--- src/rtl/refsel_pkg.sv ---
package refsel_pkg;
    localparam int unsigned MODE_W     = 8;
    localparam int unsigned BIT_AUTO   = 7;
    localparam int unsigned BIT_TMO    = 6;
    localparam int unsigned BIT_SYNC   = 3;
    localparam int unsigned BIT_REVERT = 0;
    localparam logic [MODE_W-1:0] MODE_RST = 8'hCA;

    typedef struct packed {
        logic auto_dis;
        logic tmo_en;
        logic sync_on;
        logic revert;
    } mode_t;
endpackage

--- src/rtl/refsel_cfg.sv ---
module refsel_cfg
    import refsel_pkg::*;
(
    input  logic              clk,
    input  logic              rst_n,
    input  logic              we,
    input  logic [MODE_W-1:0] wdata,
    output logic [MODE_W-1:0] mode_byte,
    output mode_t             mode,
    output logic              arm_set,
    output logic              arm_clr
);
    logic [MODE_W-1:0] mode_d, mode_q;

    always_comb begin
        mode_d = mode_q;
        if (we) begin
            mode_d = wdata;
        end
    end

    always_ff @(posedge clk) begin
        if (!rst_n) begin
            mode_q <= MODE_RST;
        end else begin
            mode_q <= mode_d;
        end
    end

    assign mode_byte     = mode_q;
    assign mode.auto_dis = mode_q[BIT_AUTO];
    assign mode.tmo_en   = mode_q[BIT_TMO];
    assign mode.sync_on  = mode_q[BIT_SYNC];
    assign mode.revert   = mode_q[BIT_REVERT];
    assign arm_set       = we &  wdata[BIT_SYNC];
    assign arm_clr       = we & ~wdata[BIT_SYNC];
endmodule

--- src/rtl/refsel_alarm.sv ---
module refsel_alarm #(
    parameter int unsigned TMO_TICKS = 128,
    localparam int unsigned CNT_W    = (TMO_TICKS > 1) ? $clog2(TMO_TICKS) : 1
) (
    input  logic clk,
    input  logic rst_n,
    input  logic set,
    input  logic clr,
    input  logic tick,
    input  logic tmo_en,
    output logic alarm
);
    localparam logic [CNT_W-1:0] CNT_LAST = CNT_W'(TMO_TICKS - 1);

    typedef struct packed {
        logic             on;
        logic [CNT_W-1:0] cnt;
    } alm_t;

    alm_t st_d, st_q;

    always_comb begin
        st_d = st_q;
        if (set) begin
            st_d.on  = 1'b1;
            st_d.cnt = '0;
        end else if (clr) begin
            st_d.on  = 1'b0;
            st_d.cnt = '0;
        end else if (st_q.on && tmo_en && tick) begin
            if (st_q.cnt == CNT_LAST) begin
                st_d.on  = 1'b0;
                st_d.cnt = '0;
            end else begin
                st_d.cnt = st_q.cnt + 1'b1;
            end
        end
    end

    always_ff @(posedge clk) begin
        if (!rst_n) begin
            st_q <= '0;
        end else begin
            st_q <= st_d;
        end
    end

    assign alarm = st_q.on;
endmodule

--- src/rtl/refsel_pick.sv ---
module refsel_pick #(
    parameter int unsigned N_SRC  = 4,
    parameter int unsigned PRIO_W = 4,
    localparam int unsigned IDX_W = (N_SRC > 1) ? $clog2(N_SRC) : 1
) (
    input  logic [N_SRC-1:0]        elig,
    input  logic [N_SRC*PRIO_W-1:0] prio,
    output logic [IDX_W-1:0]        best_idx,
    output logic                    any_ok
);
    logic [PRIO_W-1:0] best_p;

    always_comb begin
        best_idx = '0;
        best_p   = '1;
        any_ok   = 1'b0;
        for (int i = 0; i < N_SRC; i++) begin
            if (elig[i] && (!any_ok || (prio[i*PRIO_W +: PRIO_W] < best_p))) begin
                best_idx = IDX_W'(i);
                best_p   = prio[i*PRIO_W +: PRIO_W];
                any_ok   = 1'b1;
            end
        end
    end
endmodule

--- src/rtl/ref_selector.sv ---
module ref_selector
    import refsel_pkg::*;
#(
    parameter int unsigned N_SRC     = 4,
    parameter int unsigned PRIO_W    = 4,
    parameter int unsigned TMO_TICKS = 128,
    localparam int unsigned IDX_W    = (N_SRC > 1) ? $clog2(N_SRC) : 1
) (
    input  logic                    clk,
    input  logic                    rst_n,
    input  logic                    cfg_we,
    input  logic [7:0]              cfg_wdata,
    input  logic [N_SRC-1:0]        src_fail,
    input  logic [N_SRC-1:0]        alarm_set,
    input  logic [N_SRC-1:0]        alarm_clr,
    input  logic [N_SRC*PRIO_W-1:0] src_prio,
    input  logic                    sec_tick,
    output logic [IDX_W-1:0]        sel_idx,
    output logic                    sel_switch,
    output logic                    no_src,
    output logic                    sync_en,
    output logic [N_SRC-1:0]        phase_alarm
);
    typedef struct packed {
        logic [IDX_W-1:0] sel;
        logic             sw;
        logic             none;
        logic             arm;
    } sel_st_t;

    logic [MODE_W-1:0] mode_byte;
    mode_t             mode;
    logic              arm_set, arm_clr;
    logic [N_SRC-1:0]  elig;
    logic [IDX_W-1:0]  best_idx, tgt;
    logic              any_ok;
    sel_st_t           st_d, st_q;

    refsel_cfg u_cfg (
        .clk       (clk),
        .rst_n     (rst_n),
        .we        (cfg_we),
        .wdata     (cfg_wdata),
        .mode_byte (mode_byte),
        .mode      (mode),
        .arm_set   (arm_set),
        .arm_clr   (arm_clr)
    );

    for (genvar g = 0; g < N_SRC; g++) begin : g_alarm
        refsel_alarm #(.TMO_TICKS(TMO_TICKS)) u_alarm (
            .clk    (clk),
            .rst_n  (rst_n),
            .set    (alarm_set[g]),
            .clr    (alarm_clr[g]),
            .tick   (sec_tick),
            .tmo_en (mode.tmo_en),
            .alarm  (phase_alarm[g])
        );
    end

    assign elig = ~src_fail & ~phase_alarm;

    refsel_pick #(.N_SRC(N_SRC), .PRIO_W(PRIO_W)) u_pick (
        .elig     (elig),
        .prio     (src_prio),
        .best_idx (best_idx),
        .any_ok   (any_ok)
    );

    always_comb begin
        st_d      = st_q;
        st_d.sw   = 1'b0;
        st_d.none = ~any_ok;
        tgt       = st_q.sel;
        if (any_ok && (mode.revert || !elig[st_q.sel])) begin
            tgt = best_idx;
        end
        if (tgt != st_q.sel) begin
            st_d.sel = tgt;
            st_d.sw  = 1'b1;
        end
        if (st_d.sw && mode.auto_dis) begin
            st_d.arm = 1'b0;
        end
        if (arm_set) begin
            st_d.arm = 1'b1;
        end else if (arm_clr) begin
            st_d.arm = 1'b0;
        end
    end

    always_ff @(posedge clk) begin
        if (!rst_n) begin
            st_q.sel  <= '0;
            st_q.sw   <= 1'b0;
            st_q.none <= 1'b1;
            st_q.arm  <= MODE_RST[BIT_SYNC];
        end else begin
            st_q <= st_d;
        end
    end

    assign sel_idx    = st_q.sel;
    assign sel_switch = st_q.sw;
    assign no_src     = st_q.none;
    assign sync_en    = mode.sync_on & (st_q.arm | ~mode.auto_dis);
endmodule

--- config.mk ---
export PLATFORM = sky130hd
export DESIGN_NAME = ref_selector
export DESIGN_NICKNAME = d
export VERILOG_FILES = /design/src/rtl/refsel_pkg.sv /design/src/rtl/refsel_cfg.sv /design/src/rtl/refsel_alarm.sv /design/src/rtl/refsel_pick.sv /design/src/rtl/ref_selector.sv
export SDC_FILE = /design/constraint.sdc
export NUM_CORES = 1
export LEC_CHECK = 0
export BUFFER_PORTS_ARGS = -buffer_cell sky130_fd_sc_hd__buf_4
export CORE_AREA = 4 4 90 58
export DETAILED_ROUTE_END_ITERATION = 12
export DIE_AREA = 0 0 94 62
export GPL_TIMING_DRIVEN = 0
export HOLD_SLACK_MARGIN = 0.02
export PLACE_DENSITY = 0.79
export SYNTH_ARGS = -nofsm -noshare
export SYNTH_HDL_FRONTEND = slang
export SYNTH_SLANG_ARGS = --single-unit
export TNS_END_PERCENT = 1
--- constraint.sdc ---
create_clock -name clk -period 5.7 [get_ports clk]
set_input_delay 0 -clock clk [delete_from_list [all_inputs] [get_ports clk]]
set_output_delay 0 -clock clk [all_outputs]
set_load 0.02 [all_outputs]
==> out/metrics.cfg <==
[drt]
wire_per_inst_um = 13.5
drc_errors = 0
wl_um = 5640
dr_total_vias = 2231
first_pass_iters = 4
ant_nets = 0
dr.first_iter.drc_count = 133
routed_via_density = 5.34

[placed_design]
port_buffers = 42
dp.final_hpwl_um = 4320
gp_routability_congestion = 0.886

[worst_setup_path]
cp-start-kind = flop
slowest_delay_ns = 0.39
rr_worst_depth = 23
critPathSlowestCell = dfxtp_1
cp_common_cell = nand2_1
criticalPathCategory = flop to flop
required_ns = 5.89
end_kind = flop
worstSetupStartpoint = g_alarm[0].u_alarm.alarm
crit_fanout = 6
r2r_start = g_alarm[0].u_alarm.alarm
arrival_ns = 5.62
path_cells = or2_1, nor2_1, ha_1, a41o_1, nand2_1, nand2_1, nand2_1, o21ai_0, ha_1, o21ai_0, a32oi_1, nand2_1, a21oi_4, mux2_2, ha_1, a21o_1, a21o_1, a21boi_0, o211ai_1, o31ai_4, or2_1, o2111ai_1, o21a_1

[sta]
hold_viol = 0
max_slew.worst_pin.slew_ns = 0.533
post-route-period-util = 0.954
setup_viol = 0
fmax_mhz = 184
skew_ns = 0.00319
finalCriticalPeriod_ns = 5.44
slew_viol_final = 0
relSlewSlack = 0.640
finalSetupTns_ns = 0

[final_layout]
layout-drive-gt1-share = 0.208
syn2layout_area_growth_pct = 27.5
layout.nets = 405
final_cell_mix = buf_4 (51), nor2_1 (44), dfxtp_1 (41), nand2_1 (27), nand3_1 (17)
utilization = 0.685
final_common_cell = buf_4
n_antenna_cell = 0

[grt]
grt_start_max_net_pins = 13
grt_pass1_wl_um = 9050
antenna_found_initial = 0
grt_util_all_layers = 0.197
overflow = 0
grt_pass1_vias = 1959

[cts]
root_buffer = clkbuf_8
clockBufferDepth = 2
numCtsBuffers = 5
cts_tree = done
clkSinkCount = 41
htreeDepth = 2
clk_latency_ns = 0.29
clkTransAtPathRegs_ns = 0.08

[hold_path]
min_path_type = input pin to flop
min_from = alarm_clr[3]
hold_depth = 3

[synth]
ys_async_sr_fraction = 0
synthCells = 290
ys_seq_area_frac = 0.345
synth_edf_count = 0
synth_fp_nets = 341
synth_cell_types = 50
ys.flop_type = dfxtp_1
ys_ff_latch = 41
synth.largest_area_cell = dfxtp_1
avgSynthCellArea_um2 = 8.19
synth.top_cells.by_area = dfxtp_1 (35%), nor2_1 (7.0%), ha_1 (5.8%), nand2_1 (4.3%), xnor2_1 (4.1%)
ys.warnings.count = 0
netlist_area_um2 = 2380
synth_top_area_share = 0.345

[floorplanning]
die_h_um = 62
rows = 19
die_area_um2 = 5830
ioPinCount = 49
placeableCoreArea_um2 = 4420
die_w_um = 94
start_util = 0.537

[power]
leakage_nw = 1.26
vdd_drop_max_v = 0.000179
powerDensity_nw_per_um2 = 227

[outcome]
outcome = completed

[flow_run]
maxCapViolations = 0

## final cells by class
| class | count | area [um^2] |
|---|---|---|
| Multi-Input combinational cell | 226 | 1460 |
| Fill cell | 389 | 1390 |
| Sequential cell | 41 | 821 |
| Timing Repair Buffer | 57 | 458 |
| Clock buffer | 7 | 96.3 |
| Tap cell | 63 | 78.8 |
| Buffer | 12 | 75.1 |
| Inverter | 11 | 41.3 |
| Clock inverter | 1 | 5.00 |
## metal layers
metal | up-vias | part of all wire | GRT usage | wire [um]
li1 | 1138 | - | - | -
met5 | - | 0 | 0 | 0
met2 | 64 | 0.43 | 0.312 | 2450
met3 | 9 | 0.056 | 0.0373 | 315
met4 | 0 | 0.0067 | 0.0247 | 38
met1 | 1020 | 0.50 | 0.290 | 2840
## sequential cells by signal (all words and copies together), names as in the netlist
signal	flops
g_alarm.u_alarm.alarm	4
g_alarm.u_alarm.st_q	28
no_src	1
sel_idx	2
sel_switch	1
st_q	1
u_cfg.mode_byte	4
## per-stage QoR
stage          cell area, um^2  power [mW]  instances  hold slack (ns)  setup slack [ns]
4_1_cts                   2990       0.684        415           0.0206             0.104
6_report                  3030       0.688        418           0.0250             0.263
3_5_place_dp              2770       0.470        395            0.222             0.136
3_3_place_gp              2770       0.467        395            0.218             0.263
5_1_grt                   3030       0.723        418           0.0362           -0.0476
2_1_floorplan             2380       0.413        290            0.124              1.01
## power breakdown
| part | internal (mW) | total, mW | leakage, nW | switching [mW] |
|---|---|---|---|---|
| clock | 0.109 | 0.206 | 0.0542 | 0.0968 |
| sequential | 0.297 | 0.309 | 0.334 | 0.0125 |
| combinational | 0.0878 | 0.173 | 0.874 | 0.0851 |
| total | 0.494 | 0.688 | 1.26 | 0.194 |
## Yosys cell counts, types with 6 or more instances
library cell and number:
a21oi_1 12, ha_1 11, buf_4 6, mux2i_1 6
o21ai_0 14, nor2_1 44, xor2_1 9, xnor2_1 11
dfxtp_1 41, nor3_1 6, inv_1 11, nand3_1 17
nand2_1 27
## final timing paths
check	end	slack (ns)
setup / recovery	st_q[0]	0.26
hold / removal	g_alarm[3].u_alarm.alarm	0.02
setup reg to reg	st_q[0]	0.26
hold reg to reg	g_alarm[3].u_alarm.st_q[1]	0.48
## logic make-up (layout without fill, tap and decap cells)
group                    after synthesis  after routing  share of synthesized area
flip-flops                            41             41                      0.345
AO/OA/AOI/OAI                         47             47                      0.128
buffers and inverters                 23             88                     0.0490
XOR/XNOR                              20             20                     0.0737
multiplexers                          10             10                     0.0490
adder cells (fa/ha/maj)               12             12                     0.0627
AND/OR/NAND/NOR                      137            137                      0.292
## critical path, delay by kind of cell, from the launching register on
| kind | cells | cell delay (ns) |
|---|---|---|
| flip-flops | 1 | 0.39 |
| adder cells (fa/ha/maj) | 3 | 0.93 |
| AND/OR/NAND/NOR | 7 | 1.17 |
| multiplexers | 1 | 0.37 |
| AO/OA/AOI/OAI | 12 | 2.46 |
## timing repair
item,CTS,global route
hold endpoints to repair,10,0
endpoints found under the setup margin,0,3
resized for setup,0,4
setup buffers,0,3
hold buffers,12,0
(Power assumes the default switching activity.)
